`src/rtl/remap_pkg.sv`:
```
package remap_pkg;
  typedef enum logic {
    BOOT_W16 = 1'b0,
    BOOT_W8  = 1'b1
  } boot_width_e;

  localparam int unsigned DEF_ADDR_W     = 32;
  localparam int unsigned DEF_NUM_CS     = 8;
  localparam int unsigned DEF_LOW_SHIFT  = 20;
  localparam int unsigned DEF_SRAM_SHIFT = 20;
  localparam int unsigned DEF_BANK_SHIFT = 20;
  localparam logic [31:0] DEF_SRAM_BASE  = 32'h0010_0000;
  localparam logic [31:0] DEF_EXT_BASE   = 32'h0040_0000;
endpackage

```
`src/rtl/remap_state.sv`:
```
module remap_state
  import remap_pkg::*;
(
  input  logic        clk,
  input  logic        rst,
  input  logic        cfg_we_i,
  input  logic        cfg_wdata_i,
  input  logic        boot_strap_i,
  output logic        remap_q_o,
  output boot_width_e boot_w_o
);
  logic        remap_q;
  boot_width_e width_q;

  // One-way flag: only a written one changes it, only reset clears it.
  always_ff @(posedge clk) begin
    if (rst)
      remap_q <= 1'b0;
    else if (cfg_we_i && cfg_wdata_i)
      remap_q <= 1'b1;
  end

  // The strap is followed while reset is held and frozen afterwards.
  always_ff @(posedge clk) begin
    if (rst)
      width_q <= boot_width_e'(boot_strap_i);
  end

  assign remap_q_o = remap_q;
  assign boot_w_o  = width_q;
endmodule

```
`src/rtl/remap_addr_decode.sv`:
```
module remap_addr_decode #(
  parameter int unsigned ADDR_W     = 32,
  parameter int unsigned NUM_CS     = 8,
  parameter int unsigned LOW_SHIFT  = 20,
  parameter int unsigned SRAM_SHIFT = 20,
  parameter int unsigned BANK_SHIFT = 20,
  parameter logic [ADDR_W-1:0] SRAM_BASE = 32'h0010_0000,
  parameter logic [ADDR_W-1:0] EXT_BASE  = 32'h0040_0000
) (
  input  logic              valid_i,
  input  logic [ADDR_W-1:0] addr_i,
  input  logic              remap_i,
  output logic              boot_o,
  output logic              sram_o,
  output logic [NUM_CS-1:0] cs_o,
  output logic              miss_o
);
  localparam logic [ADDR_W:0] SRAM_LO = {1'b0, SRAM_BASE};
  localparam logic [ADDR_W:0] SRAM_HI = SRAM_LO + ((ADDR_W+1)'(1) << SRAM_SHIFT);

  logic              in_low;
  logic              in_sram;
  logic              ext_ge;
  logic [ADDR_W-1:0] ext_off;
  logic [ADDR_W-1:0] ext_bank;
  logic [NUM_CS-1:0] bank_hit;
  logic [NUM_CS-1:0] cs_raw;

  always_comb begin
    in_low   = (addr_i >> LOW_SHIFT) == '0;
    in_sram  = ({1'b0, addr_i} >= SRAM_LO) && ({1'b0, addr_i} < SRAM_HI);
    ext_ge   = addr_i >= EXT_BASE;
    ext_off  = addr_i - EXT_BASE;
    ext_bank = ext_off >> BANK_SHIFT;
  end

  for (genvar i = 0; i < NUM_CS; i++) begin : g_bank
    assign bank_hit[i] = ext_ge && (ext_bank == ADDR_W'(i));
    if (i == 0) begin : g_cs0
      // Bank 0 is always reachable and also carries the boot device.
      assign cs_raw[i] = valid_i && (bank_hit[i] || (in_low && !remap_i));
    end else begin : g_csn
      assign cs_raw[i] = valid_i && bank_hit[i] && remap_i;
    end
  end

  assign boot_o = valid_i && in_low && !remap_i;
  assign sram_o = valid_i && ((in_low && remap_i) || in_sram);
  assign cs_o   = cs_raw;
  assign miss_o = valid_i && !((|cs_raw) || sram_o);
endmodule

```
`src/rtl/remap_out_reg.sv`:
```
module remap_out_reg #(
  parameter int unsigned NUM_CS = 8
) (
  input  logic              clk,
  input  logic              rst,
  input  logic              boot_d,
  input  logic              sram_d,
  input  logic [NUM_CS-1:0] cs_d,
  input  logic              miss_d,
  output logic              boot_q,
  output logic              sram_q,
  output logic [NUM_CS-1:0] cs_q,
  output logic              miss_q
);
  always_ff @(posedge clk) begin
    if (rst) begin
      boot_q <= 1'b0;
      sram_q <= 1'b0;
      cs_q   <= '0;
      miss_q <= 1'b0;
    end else begin
      boot_q <= boot_d;
      sram_q <= sram_d;
      cs_q   <= cs_d;
      miss_q <= miss_d;
    end
  end
endmodule

```
`src/rtl/vector_remap_dec.sv`:
```
module vector_remap_dec
  import remap_pkg::*;
#(
  parameter int unsigned ADDR_W     = DEF_ADDR_W,
  parameter int unsigned NUM_CS     = DEF_NUM_CS,
  parameter int unsigned LOW_SHIFT  = DEF_LOW_SHIFT,
  parameter int unsigned SRAM_SHIFT = DEF_SRAM_SHIFT,
  parameter int unsigned BANK_SHIFT = DEF_BANK_SHIFT,
  parameter logic [ADDR_W-1:0] SRAM_BASE = ADDR_W'(DEF_SRAM_BASE),
  parameter logic [ADDR_W-1:0] EXT_BASE  = ADDR_W'(DEF_EXT_BASE)
) (
  input  logic              clk,
  input  logic              rst,
  input  logic              bus_valid_i,
  input  logic [ADDR_W-1:0] bus_addr_i,
  input  logic              cfg_we_i,
  input  logic              cfg_wdata_i,
  input  logic              boot_strap_i,
  output logic              remap_o,
  output logic              boot_8bit_o,
  output logic              boot_sel_o,
  output logic              sram_sel_o,
  output logic [NUM_CS-1:0] cs_o,
  output logic              miss_o
);
  logic              remap_q;
  boot_width_e       boot_w;
  logic              dec_boot;
  logic              dec_sram;
  logic [NUM_CS-1:0] dec_cs;
  logic              dec_miss;

  remap_state u_state (
    .clk          (clk),
    .rst          (rst),
    .cfg_we_i     (cfg_we_i),
    .cfg_wdata_i  (cfg_wdata_i),
    .boot_strap_i (boot_strap_i),
    .remap_q_o    (remap_q),
    .boot_w_o     (boot_w)
  );

  remap_addr_decode #(
    .ADDR_W     (ADDR_W),
    .NUM_CS     (NUM_CS),
    .LOW_SHIFT  (LOW_SHIFT),
    .SRAM_SHIFT (SRAM_SHIFT),
    .BANK_SHIFT (BANK_SHIFT),
    .SRAM_BASE  (SRAM_BASE),
    .EXT_BASE   (EXT_BASE)
  ) u_dec (
    .valid_i (bus_valid_i),
    .addr_i  (bus_addr_i),
    .remap_i (remap_q),
    .boot_o  (dec_boot),
    .sram_o  (dec_sram),
    .cs_o    (dec_cs),
    .miss_o  (dec_miss)
  );

  remap_out_reg #(.NUM_CS(NUM_CS)) u_oreg (
    .clk    (clk),
    .rst    (rst),
    .boot_d (dec_boot),
    .sram_d (dec_sram),
    .cs_d   (dec_cs),
    .miss_d (dec_miss),
    .boot_q (boot_sel_o),
    .sram_q (sram_sel_o),
    .cs_q   (cs_o),
    .miss_q (miss_o)
  );

  assign remap_o     = remap_q;
  assign boot_8bit_o = (boot_w == BOOT_W8);
endmodule

```
`config.mk`:
```
export PLATFORM = sky130hd
export DESIGN_NAME = vector_remap_dec
export DESIGN_NICKNAME = d
export VERILOG_FILES = /design/src/rtl/remap_pkg.sv /design/src/rtl/remap_state.sv /design/src/rtl/remap_addr_decode.sv /design/src/rtl/remap_out_reg.sv /design/src/rtl/vector_remap_dec.sv
export SDC_FILE = /design/constraint.sdc
export NUM_CORES = 1
export LEC_CHECK = 0
export BUFFER_PORTS_ARGS = -buffer_cell sky130_fd_sc_hd__clkbuf_2
export CAP_MARGIN = 20
export CORE_UTILIZATION = 34
export DETAILED_ROUTE_END_ITERATION = 10
export PLACE_DENSITY = 0.71
export SLEW_MARGIN = 0
export SYNTH_ARGS = -nofsm -noshare
export SYNTH_HDL_FRONTEND = slang
export SYNTH_HIERARCHICAL = 1
export SYNTH_SLANG_ARGS = --single-unit
```
`constraint.sdc`:
```
create_clock -name clk -period 1.4 [get_ports clk]
set_input_delay 0.28 -clock clk [delete_from_list [all_inputs] [get_ports clk]]
set_output_delay 0.28 -clock clk [all_outputs]
set_load 0.02 [all_outputs]
```
Yosys cells after proc, flatten, opt, wreduce, memory -nomap -nowiden
Index checks and enable logic that the tools add are counted.

cells by class
  equal/unequal tests = 7
  add/subtract/negate cells = 1
  reductions and logical operators = 39
  magnitude comparators = 3

operators by type and width
  operator                count
  $logic_not 32->1        2
  $eq 12x3->1 const B     4
  $ge 32x21->1 const B    1
  $ge 32x23->1 const B    1
  $lt 32x22->1 const B    1
  $sub 32x23->32 const B  1
  $logic_and 1x1->1       31
  $eq 12x2->1 const B     2
  $eq 12x1->1 const B     1
  $reduce_or 8->1         1
  $logic_or 1x1->1        3
  $logic_not 1->1         2

storage, ports and cells
  bits in registers = 13
  output and inout bits = 13
  word-level logic and storage cells = 56

Depth between registers and ports, before layout
Gate-level depths: netlist (run 1).

  word-level depth = 9
  mapped depth = 5

Cells and area by module
Netlist (run 1), hierarchy kept.

by module, submodules not included
  module             cells an instance  area each (µm²)  times used  sequential area each (µm²)
  remap_out_reg      23                 337.8            1           220.2
  remap_addr_decode  36                 250.2            1           0.0
  remap_state        4                  58.8             1           50.0

Worst setup path after synthesis (run 1)
No wires, ideal clock.

  path type = input to register
  start = input bus_addr_i[22]
  end = register u_oreg.miss_q
  stages on the path = 5
  setup slack = 0.069 ns
  arrival = 1.217 ns
  path buffers = 1
  cell sequence = buf_2 nor3b_2 o211ai_2 o311a_1 nor2b_4

on the way
  cells in the longest elaborated chain, start to end = 9
  elaborated cells between the ends (all ways) = 46
  those cells by class = add/sub (1); order compare (3); eq/ne (7); reduce/logical (35)

ends and longest elaborated chain
  item                                                          line                                              text
  from (decl)                                                   vector_remap_dec.sv:15                            input logic [ADDR_W-1:0] bus_addr_i,
  $sub 32x23->32                                                remap_addr_decode.sv:33                           ext_off = addr_i - EXT_BASE;
  $logic_not 32->1, or another cell as far along                remap_addr_decode.sv:38                           assign bank_hit[i] = ext_ge && (ext_bank == ADDR_W'(i));
  $logic_and 1x1->1                                             remap_addr_decode.sv:38
  $logic_or 1x1->1 / $logic_and 1x1->1 (equally long branches)  remap_addr_decode.sv:41, remap_addr_decode.sv:43
  $logic_and 1x1->1 (on tied branches)                          remap_addr_decode.sv:41, remap_addr_decode.sv:43
  $reduce_or 8->1                                               remap_addr_decode.sv:50                           assign miss_o = valid_i && !((|cs_raw) || sram_o);
  $logic_or 1x1->1 *                                            remap_addr_decode.sv:50
  $logic_not 1->1 *                                             remap_addr_decode.sv:50
  $logic_and 1x1->1 *                                           remap_addr_decode.sv:50
  named net dec_miss                                            vector_remap_dec.sv:31                            logic dec_miss;
  to (signal assigned)                                          remap_out_reg.sv:25                               miss_q <= miss_d;
  to (decl)                                                     remap_out_reg.sv:13                               output logic miss_q

The timed path passes the listed nets; every way through them passes the cells marked *.
A chain may end at the register's enable or synchronous reset.

Worst setup path in the final report (run 1)
  start = register u_state.remap_q, in the netlist u_state/remap_q_o
  end = register u_oreg.cs_q[4]

on the way
  cells in the longest elaborated chain, start to end = 1

ends and longest elaborated chain
  item                    line                     text
  from (decl)             remap_state.sv:12        logic remap_q;
  from (signal assigned)  remap_state.sv:18        remap_q <= 1'b0;
  from (signal assigned)  remap_state.sv:20        remap_q <= 1'b1;
  $logic_and 1x1->1       remap_addr_decode.sv:43  assign cs_raw[i] = valid_i && bank_hit[i] && remap_i;
  named net dec_cs[4]     vector_remap_dec.sv:30   logic [NUM_CS-1:0] dec_cs;
  to (signal assigned)    remap_out_reg.sv:24      cs_q <= cs_d;
  to (decl)               remap_out_reg.sv:12      output logic [NUM_CS-1:0] cs_q,

The timed path passes the listed nets, and every way through them passes these cells.

==> summary.md, run 1 <==
| Metric | Value |
|---|---|
| Worst-case clock buffer depth | 2 |
| RSZ-0062 raised after global routing | no |
| Critical path's slowest cell | dfxtp_1 |
| Synth Area in XOR/XNOR | 0% |
| Synth Instances | 63 |
| Max Cap Viol | 0 |
| Starting density of the core | 36.7% |
| CTS tree | built |
| FF/Latch Area | 270 sq um |
| Via/cell ratio | 4.66 |
| GRT Residual Overflow | 0 |
| Slew @ Worst Pin | 0.388 ns |
| Switching Fraction | 23.8% |
| Setup Skew | 0.000549 ns |
| Nets | 139 |
| CP arrival | 1.39 ns |
| Place WS | -0.0515 ns |
| Int Pwr | 0.539 mW |
| Final hold vios | 0 |
| Worst reg2reg endpoint | u_oreg/cs_q[4]$_SDFF_PP0_ |
| Minimum clock period | 1.19 ns |
| Post-synth EDFFs | 1 |
| GRT Total Usage | 12.7% |
| Detailed Routing Iterations Pass 1 | 4 |
| Largest area contributor in the netlist | dfxtp_1 |
| Setup bufs post-CTS | 0 |
| Post-synthesis sequential area ratio | 41.8% |
| Simple-Gate Fraction of Synth Area | 44.5% |
| Number of top-level pins | 51 |
| Switching power | 0.168 mW |
| Die Height | 45.6 um |
| Min-delay src | boot_strap_i |
| Cell Area, Synth | 647 sq um |
| Most frequent cells in the layout | clkbuf_2 (30), dfxtp_1 (12), nor2b_2 (9), buf_4 (7), nor3_1 (6) |
| Post-synthesis mux area share | 0% |
| Vias | 582 |
| CTS Buf Count | 3 |
| Flops & latches, synth | 13 |
| Area share of fa/ha/maj cells after synthesis | 0% |
| Clock share of power | 30.6% |
| Worst path max stage delay | 0.43 ns |
| Library cells used by synthesis | 30 |
| GPL Wtd Cong | 0.822 |
| Peak supply drop | 0.565 mV |
| Worst hold margin | 0.192 ns |
| Half-perimeter wire length after placement | 1.10 mm |
| Startpoint Class | register |
| Port Buffer Count | 30 |
| Post-synthesis async set-or-reset flop share | 0% |
| Syn Area/Cell | 10.3 sq um |
| WL/cell | 10.6 um |
| Core Footprint | 1760 sq um |
| Slew Viols, Final | 0 |
| CTS HTree Levels | 1 |
| Die ar. | 2080 sq um |
| Top FF cell, synth | dfxtp_1 |
| Commonest non-fill, non-tap cell in the layout | clkbuf_2 |
| Vias in the first global route | 527 |
| Clock root cell | clkbuf_4 |
| CP Cell Sequence | nor2b_2, nand4b_1, nor3_1, nor2b_4 |
| Worst rel slew slack | 74.1% |
| Filler instances | 192 |
| Area grow syn2layout | 36.8% |
| Worst r2r path cells | 4 |
| R2r startpoint | u_state/remap_q_o$_SDFFE_PP0P_ |
| Initial antenna violation count | 0 |
| Outcome | complete, no violations |
| Fmax | 841 MHz |
| # diodes | 0 |
| Sink Count | 13 |
| Min-Delay Endpoint | u_state/boot_w_o$_DFFE_PP_ |
| R2R setup slack | 0.21 ns |
| Share of layout cells above drive strength 1 | 58.0% |
| Chip width | 45.6 um |
| Global-route wire length before repair | 1.97 mm |
| Power share of the combinational group | 15.0% |
| LEAKAGE | 0.371 nW |
| Critical Path RT | 1.61 ns |
| Synth Area in Compound Gates | 9.28% |
| Main combinational cell family by area after synthesis | simple AND/OR/NAND/NOR gates |
| Fin worst setup slack | 0.210 ns |
| Clk_lat worst skew | 0.26 ns |
| Row count | 15 |
| Area of the multi-input gates | 350 sq um |
| Final setup fails | 0 |
| Routed Antenna Nets | 0 |
| Period utilization | 85.0% |
| Largest net degree at the start of global routing | 12 |
| Sequential power share | 54.3% |
| PD cells | 799 nW/um^2 |
| Critical path class | reg2reg |
| Synth warn | 6 |
| Initial detailed-routing violation count | 6 |
| Setup TNS | 0 ns |
| Total wire length | 1.33 mm |
| Clk slew on worst S/H paths | 0.07 ns |
| CP max FO | 7 |
| Fin util | 50.1% |
| Share of the synthesized area in the top cell type | 37.1% |
| Crit path capture type | register |
| Hold WC Path Type | in2reg |
| Synthesized Nets | 101 |
| Hold-critical path depth | 1 |
| DRC viols | 0 |
| Top area cells in the synthesized netlist | dfxtp_1 (37%), nor2b_2 (11%), nor3_1 (4.6%) |
==> sequential cells by signal, indices dropped and copies added (netlist names) <==
name / cells
u_oreg/miss_q: 1
u_state/remap_q_o: 1
u_oreg/sram_q: 1
u_state/boot_w_o: 1
u_oreg/boot_q: 1
u_oreg/cs_q: 8
==> metal layers <==
layer  routed length, um  global-route usage, %  part of all wire [%]  up-vias
met5                   0                      0                     0        -
met2                 700                   23.4                    53       19
met1                 555                   15.3                    42      264
met4                   0                   3.64                     0        0
met3                  72                   1.19                   5.4        0
li1                    -                      -                     -      299
==> final cells by class <==
class,instances,share of cell area (%)
Multi-Input combinational cell,45,39.6
Sequential cell,13,30.6
Timing Repair Buffer,37,22.9
Tap cell,25,3.54
Clock buffer,4,2.97
Inverter,1,0.424
==> stage by stage <==
stage,std cells,total power [mW],area (sq um)
floorplan,63,0.447,647
global placement,121,0.495,856
detailed placement,121,0.499,856
CTS,125,0.718,882
global route,125,0.742,885
finish,125,0.707,885
==> critical path: cells and delay by family (launching register included) <==
| family | cells | cell delay (ns) |
|---|---|---|
| AND/OR/NAND/NOR | 4 | 0.71 |
| flip-flops | 1 | 0.43 |
==> cells in the mapped netlist (all sizes together), types with 2 or more instances <==
cell,instances
nor2b,13
dfxtp,12
nor3,7
nor2,5
nand3,3
a21oi,2
buf,2
clkbuf,2
nor4,2
==> worst max path at each step <==
stage | from | endpoint | slack [ns]
2_1_floorplan | bus_addr_i[22] | u_oreg/miss_q$_SDFF_PP0_ | 0.07
3_3_place_gp | bus_addr_i[27] | u_oreg/cs_q[2]$_SDFF_PP0_ | -0.01
3_5_place_dp | bus_addr_i[27] | u_oreg/cs_q[2]$_SDFF_PP0_ | -0.05
4_1_cts | u_state/remap_q_o$_SDFFE_PP0P_ | u_oreg/cs_q[4]$_SDFF_PP0_ | 0.15
5_1_grt | u_state/remap_q_o$_SDFFE_PP0P_ | u_oreg/cs_q[5]$_SDFF_PP0_ | 0.05
6_report | u_state/remap_q_o$_SDFFE_PP0P_ | u_oreg/cs_q[4]$_SDFF_PP0_ | 0.21
==> logic make-up (layout without fill, tap and decap cells) <==
kind of cell / after synthesis / in the layout
simple gates: 38 / 38
flops: 13 / 13
buf+inv: 5 / 42
compound gates: 7 / 7
==> power groups by stage <==
| stage | combinational, mW | sequential [mW] | clock, mW |
|---|---|---|---|
| floorplan | 0.0470 | 0.400 | 0 |
| global placement | 0.102 | 0.393 | 0 |
| detailed placement | 0.106 | 0.393 | 0 |
| CTS | 0.106 | 0.384 | 0.227 |
| global route | 0.117 | 0.385 | 0.240 |
| finish | 0.106 | 0.384 | 0.217 |
==> repair_timing <==
item                       in CTS  in global routing
hold buffers                    0                  0
resized for setup               0                  1
setup endpoints to repair       0                  1
(Power assumes the default switching activity.)
==> inputs of run 2 (changes only) <==
clock period = 1 ns   (was 1.4 ns; I/O delays follow)
==> summary.md, run 2 (same netlist as run 1, synthesis figures left out) <==
| Metric | Value |
|---|---|
| Outcome | finished with violations (was complete, no violations) |
| Failing checks | setup timing |
| Detailed Routing Iterations Pass 1 | 4 (unchanged) |
| Filler instances | 161 (was 192) |
| R2R setup slack | -0.05 ns (was 0.21 ns) |
| CP Buf/Inv Count | 2 (was 0) |
| CTS tree | built (unchanged) |
| Nets | 147 (was 139) |
| Design area | 1070 sq um (was 885 sq um) |
| Worst-case clock buffer depth | 2 (unchanged) |
| Starting density of the core | 36.7% (unchanged) |
| CTS Buf Count | 3 (unchanged) |
| Die ar. | 2080 sq um (unchanged) |
| CP delay by family, top | simple AND/OR/NAND/NOR gates (unchanged) |
| LEAKAGE | 0.436 nW (was 0.371 nW) |
| Worst rel slew slack | 74.4% (was 74.1%) |
| Max Cap Viol | 0 (unchanged) |
| CP Cell Sequence | clkbuf_2, buf_4, nor4b_4, nand3_4, nor4_4, nor2b_2 (was nor2b_2, nand4b_1, nor3_1, nor2b_4) |
| Slew @ Worst Pin | 0.383 ns (was 0.388 ns) |
| R2r startpoint | u_state/remap_q_o$_SDFFE_PP0P_ (unchanged) |
| Final setup fails | 9 (was 0) |
| Worst path max stage delay | 0.27 ns (was 0.43 ns) |
| GPL Wtd Cong | 0.788 (was 0.822) |
| Final hold vios | 0 (unchanged) |
| Place WS | -0.369 ns (was -0.0515 ns) |
| Commonest non-fill, non-tap cell in the layout | clkbuf_2 (unchanged) |
| Port Buffer Count | 30 (unchanged) |
| Row count | 15 (unchanged) |
| CP arrival | 1.34 ns (was 1.39 ns) |
| Chip width | 45.6 um (unchanged) |
| DP Area | 917 sq um (was 856 sq um) |
| Setup TNS | -0.443 ns (was 0 ns) |
| Clk slew on worst S/H paths | 0.08 ns (was 0.07 ns) |
| CTS HTree Levels | 1 (unchanged) |
| WL/cell | 13.1 um (was 10.6 um) |
| RSZ-0062 raised after global routing | yes (was no) |
| Final std cells w/o fill | 133 (was 125) |
| Routed Antenna Nets | 0 (unchanged) |
| Hold WC Path Type | in2reg (unchanged) |
| PD cells | 1030 nW/um^2 (was 799 nW/um^2) |
| Share of layout cells above drive strength 1 | 72.2% (was 58.0%) |
| Via/cell ratio | 4.96 (was 4.66) |
| CP max FO | 6 (was 7) |
| Critical path class | in2reg (was reg2reg) |
| Placed cells | 127 (was 121) |
| Clk_lat worst skew | 0.29 ns (was 0.26 ns) |
| Hold-critical path depth | 1 (unchanged) |
| Sink Count | 13 (unchanged) |
| Min-delay src | boot_strap_i (unchanged) |
| GRT Total Usage | 17.5% (was 12.7%) |
| Initial detailed-routing violation count | 14 (was 6) |
| Clock root cell | clkbuf_4 (unchanged) |
| Slew Viols, Final | 0 (unchanged) |
| Total power | 1.11 mW (was 0.707 mW) |
| Startpoint Class | input pin (was register) |
| Biggest register | u_oreg/cs_q (unchanged) |
| Number of top-level pins | 51 (unchanged) |
| Peak supply drop | 0.802 mV (was 0.565 mV) |
| Total wire length | 1.74 mm (was 1.33 mm) |
| Worst reg2reg endpoint | u_oreg/cs_q[1]$_SDFF_PP0_ (was u_oreg/cs_q[4]$_SDFF_PP0_) |
| GRT Residual Overflow | 0 (unchanged) |
| Largest register FFs | 8 (unchanged) |
| Global-route wire length before repair | 2.48 mm (was 1.97 mm) |
| Critical path's slowest cell | nor4b_4 (was dfxtp_1) |
| DRC viols | 0 (unchanged) |
| Fin worst setup slack | -0.110 ns (was 0.210 ns) |
| Critical Path RT | 1.23 ns (was 1.61 ns) |
| Largest net degree at the start of global routing | 11 (was 12) |
| Die Height | 45.6 um (unchanged) |
| Area of the multi-input gates | 439 sq um (was 350 sq um) |
| Hold buffer count at CTS | 0 (unchanged) |
| Period utilization | 111% |
| Core Footprint | 1760 sq um (unchanged) |
| Crit path capture type | register (unchanged) |
| Setup Skew | 0.00346 ns (was 0.000549 ns) |
| Half-perimeter wire length after placement | 1.14 mm (was 1.10 mm) |
| Min-Delay Endpoint | u_state/boot_w_o$_DFFE_PP_ (unchanged) |
| Minimum clock period | 1.11 ns |
| Vias in the first global route | 586 (was 527) |
| Worst r2r path cells | 5 (was 4) |
| Area grow syn2layout | 66.0% (was 36.8%) |
| Fmax | 901 MHz |
| Vias | 660 (was 582) |
| FF/Latch Area | 274 sq um (was 270 sq um) |
| Initial antenna violation count | 0 (unchanged) |
| Most frequent cells in the layout | clkbuf_2 (26), buf_4 (13), dfxtp_1 (11), nor2b_2 (8) (was clkbuf_2 (30), dfxtp_1 (12), nor2b_2 (9), buf_4 (7), nor3_1 (6)) |
| # diodes | 0 (unchanged) |
[run 2: worst max-delay path by stage]
| stage | slack (ns) | from | end | cells past startpoint |
|---|---|---|---|---|
| 3_5_place_dp | -0.37 | bus_addr_i[27] | u_oreg/boot_q$_SDFF_PP0_ | 6 |
| 3_3_place_gp | -0.31 | bus_addr_i[27] | u_oreg/cs_q[4]$_SDFF_PP0_ | 6 |
| 5_1_grt | -0.15 | bus_addr_i[25] | u_oreg/boot_q$_SDFF_PP0_ | 6 |
| 6_report | -0.11 | bus_addr_i[23] | u_oreg/boot_q$_SDFF_PP0_ | 6 |
| 4_1_cts | -0.08 | u_state/remap_q_o$_SDFFE_PP0P_ | remap_o | 2 |
| 2_1_floorplan | -0.20 | bus_addr_i[27] | u_oreg/miss_q$_SDFF_PP0_ | 4 |
[run 2: layer usage]
layer	share of wire (%)	wire length, um	track usage (%)	up-vias
met3	7.7	133	4.76	13
met4	6.0	104	12.7	0
li1	-	-	-	313
met2	47	815	26.9	41
met1	39	681	20.8	293
met5	0	0	0	-
[run 2: layout make-up]
class / count / area share, %
Multi-Input combinational cell: 45 / 40.9
Timing Repair Buffer: 45 / 27.9
Inverter: 1 / 0.350
Sequential cell: 13 / 25.5
Tap cell: 25 / 2.91
Clock buffer: 4 / 2.45
[run 2: metrics by stage]
step	util (%)	hold WS (ns)
floorplan	-	0.265
global route	60.9	0.107
global placement	52.0	0.378
detailed placement	52.0	0.379
finish	60.9	0.108
CTS	55.6	0.104
[run 2: worst register-to-register path, stage by stage (launching register included)]
cell,delay [ns]
dfxtp_4,0.38
buf_6,0.10
and3b_2,0.18
nand3_2,0.08
nor3_2,0.11
nor2b_2,0.14
[run 2: where the power goes]
part | leakage, nW | total (mW) | switching, mW | internal (mW)
Clock | 0.0150 | 0.345 | 0.190 | 0.155
Combinational | 0.313 | 0.221 | 0.109 | 0.112
Sequential | 0.108 | 0.540 | 0.00806 | 0.532
[run 2: timing repair]
| item | in CTS | in global routing |
|---|---|---|
| endpoints found under the hold margin | 0 | 0 |
| pin swaps | 4 | 5 |
| buffers inserted | 1 | 1 |
| gates cloned | 0 | 0 |
| resized for setup | 7 | 22 |
| setup endpoints to repair | 6 | 14 |
==> inputs of run 3 (changes only) <==
CAP_MARGIN = not set   (was 20)
CELL_PAD_IN_SITES_DETAIL_PLACEMENT = 0   (was not set)
CELL_PAD_IN_SITES_GLOBAL_PLACEMENT = 2   (was not set)
CORE_UTILIZATION = 18   (was 34)
PLACE_DENSITY = 0.7   (was 0.71)
==> summary.md, run 3 (same netlist as run 1, synthesis figures left out) <==
| Metric | Value |
|---|---|
| Nets | 148 (was 147) |
| Worst path max stage delay | 0.34 ns (was 0.27 ns) |
| Chip width | 61.9 um (was 45.6 um) |
| CP max FO | 3 (was 6) |
| Total wire length | 1.66 mm (was 1.74 mm) |
| Half-perimeter wire length after placement | 1.27 mm (was 1.14 mm) |
| Filler instances | 367 (was 161) |
| CTS Buf Count | 3 (unchanged) |
| GPL Wtd Cong | 0.807 (was 0.788) |
| Worst hold margin | 0.104 ns (was 0.108 ns) |
| Design area | 1100 sq um (was 1070 sq um) |
| GR Layer Usage met1 | 10.0% (was 20.8%) |
| CP Cell Sequence | buf_6, buf_8 (was clkbuf_2, buf_4, nor4b_4, nand3_4, nor4_4, nor2b_2) |
| CP arrival | 0.84 ns (was 1.34 ns) |
| GRT Total Usage | 8.69% (was 17.5%) |
| Outcome | finished with violations (unchanged) |
| Core Footprint | 3390 sq um (was 1760 sq um) |
| Initial antenna violation count | 0 (unchanged) |
| Final setup fails | 9 (unchanged) |
| PD cells | 978 nW/um^2 (was 1030 nW/um^2) |
| Clock root cell | clkbuf_4 (unchanged) |
| DP Area | 963 sq um (was 917 sq um) |
| Period utilization | 104% (was 111%) |
| Hold WC Path Type | in2reg (unchanged) |
| Peak supply drop | 0.209 mV (was 0.802 mV) |
| Slew @ Worst Pin | 0.391 ns (was 0.383 ns) |
| Biggest register | u_oreg/cs_q (unchanged) |
| Area grow syn2layout | 69.4% (was 66.0%) |
| Met3 global-route usage | 0.621% (was 4.76%) |
| Number of top-level pins | 51 (unchanged) |
| Sink Count | 13 (unchanged) |
| Clk_lat worst skew | 0.27 ns (was 0.29 ns) |
| CTS HTree Levels | 1 (unchanged) |
| Fin util | 32.3% (was 60.9%) |
| Starting density of the core | 19.1% (was 36.7%) |
| Setup TNS | -0.189 ns (was -0.443 ns) |
| Final hold vios | 0 (unchanged) |
| DRC viols | 0 (unchanged) |
| Via/cell ratio | 4.04 (was 4.96) |
| GRT Residual Overflow | 0 (unchanged) |
| Gr busiest metal | met2 (unchanged) |
| CP Buf/Inv Count | 2 (unchanged) |
| Fmax | 961 MHz (was 901 MHz) |
| Largest register FFs | 8 (unchanged) |
| Detailed Routing Iterations Pass 1 | 4 (unchanged) |
| Max Cap Viol | 0 (unchanged) |
| Largest net degree at the start of global routing | 9 (was 11) |
| Vias | 626 (was 660) |
| Minimum clock period | 1.04 ns (was 1.11 ns) |
| CTS tree | built (unchanged) |
| Total power | 1.07 mW (was 1.11 mW) |
| Die ar. | 3840 sq um (was 2080 sq um) |
| Most frequent cells in the layout | clkbuf_2 (23), buf_4 (15), dfxtp_1 (10), nor2b_2 (9), nor3_2 (5) (was clkbuf_2 (26), buf_4 (13), dfxtp_1 (11), nor2b_2 (8)) |
| Initial detailed-routing violation count | 18 (was 14) |
| # diodes | 0 (unchanged) |
| CP delay by family, top | flip-flops (was simple AND/OR/NAND/NOR gates) |
| Clk slew on worst S/H paths | 0.07 ns (was 0.08 ns) |
| Vias in the first global route | 587 (was 586) |
| Row count | 21 (was 15) |
| LEAKAGE | 0.445 nW (was 0.436 nW) |
| Crit path capture type | output port (was register) |
| Fin worst setup slack | -0.0403 ns (was -0.110 ns) |
| Critical path class | reg2out (was in2reg) |
| Grt met2 use | 14.9% (was 26.9%) |
| Worst-case clock buffer depth | 2 (unchanged) |
| Setup Skew | 0.00447 ns (was 0.00346 ns) |
| Die Height | 61.9 um (was 45.6 um) |
| WL/cell | 10.7 um (was 13.1 um) |
| Global-route wire length before repair | 2.39 mm (was 2.48 mm) |
| Slew Viols, Final | 0 (unchanged) |
| Port Buffer Count | 30 (unchanged) |
| Critical path's slowest cell | dfxtp_2 (was nor4b_4) |
| Commonest non-fill, non-tap cell in the layout | clkbuf_2 (unchanged) |
| Worst rel slew slack | 73.9% (was 74.4%) |
| RSZ-0062 raised after global routing | yes (unchanged) |
| Startpoint Class | register (was input pin) |
| Critical Path RT | 0.80 ns (was 1.23 ns) |
| Share of layout cells above drive strength 1 | 74.3% (was 72.2%) |
| Failing checks | setup timing (unchanged) |
| Routed Antenna Nets | 0 (unchanged) |
-- run 3: metal layers --
| metal | up-vias | part of all wire (%) |
|---|---|---|
| met5 | - | 0 |
| met4 | 0 | 0 |
| met3 | 0 | 4.6 |
| met2 | 19 | 51 |
| met1 | 295 | 44 |
| li1 | 312 | - |
-- run 3: through the flow --
step | instances | setup WS (ns)
floorplan | 63 | -0.202
global placement | 149 | -0.323
detailed placement | 149 | -0.333
CTS | 155 | -0.0615
global route | 155 | -0.109
finish | 155 | -0.0403
-- run 3: cell type report --
cell class	count	area [sq um]	share of cell area [%]
multi-input combinational	45	417	38.0
timing repair buffer	46	318	29.0
clock buffer	3	22.5	2.05
inverter	1	3.75	0.342
clock inverter	1	5.00	0.457
tap	46	57.6	5.25
sequential	13	273	24.9
-- run 3: final timing paths --
| path | from | slack (ns) | endpoint | depth (start not counted) |
|---|---|---|---|---|
| min reg2reg | u_state/remap_q_o$_SDFFE_PP0P_ | 0.70 | u_state/remap_q_o$_SDFFE_PP0P_ | 4 |
| min | boot_strap_i | 0.10 | u_state/boot_w_o$_DFFE_PP_ | 1 |
| max | u_state/remap_q_o$_SDFFE_PP0P_ | -0.04 | remap_o | 2 |
| max reg2reg | u_state/remap_q_o$_SDFFE_PP0P_ | -0.04 | u_oreg/cs_q[5]$_SDFF_PP0_ | 4 |
-- run 3: where the power goes --
part	switching [mW]	internal [mW]
logic	0.103	0.116
clock network	0.167	0.148
registers	0.00471	0.533
-- run 3: repair_timing --
item | CTS | global route
gates resized for setup | 7 | 23
hold buffers | 0 | 0
pin swaps | 4 | 5
setup endpoints to repair | 9 | 18
setup buffers | 2 | 0
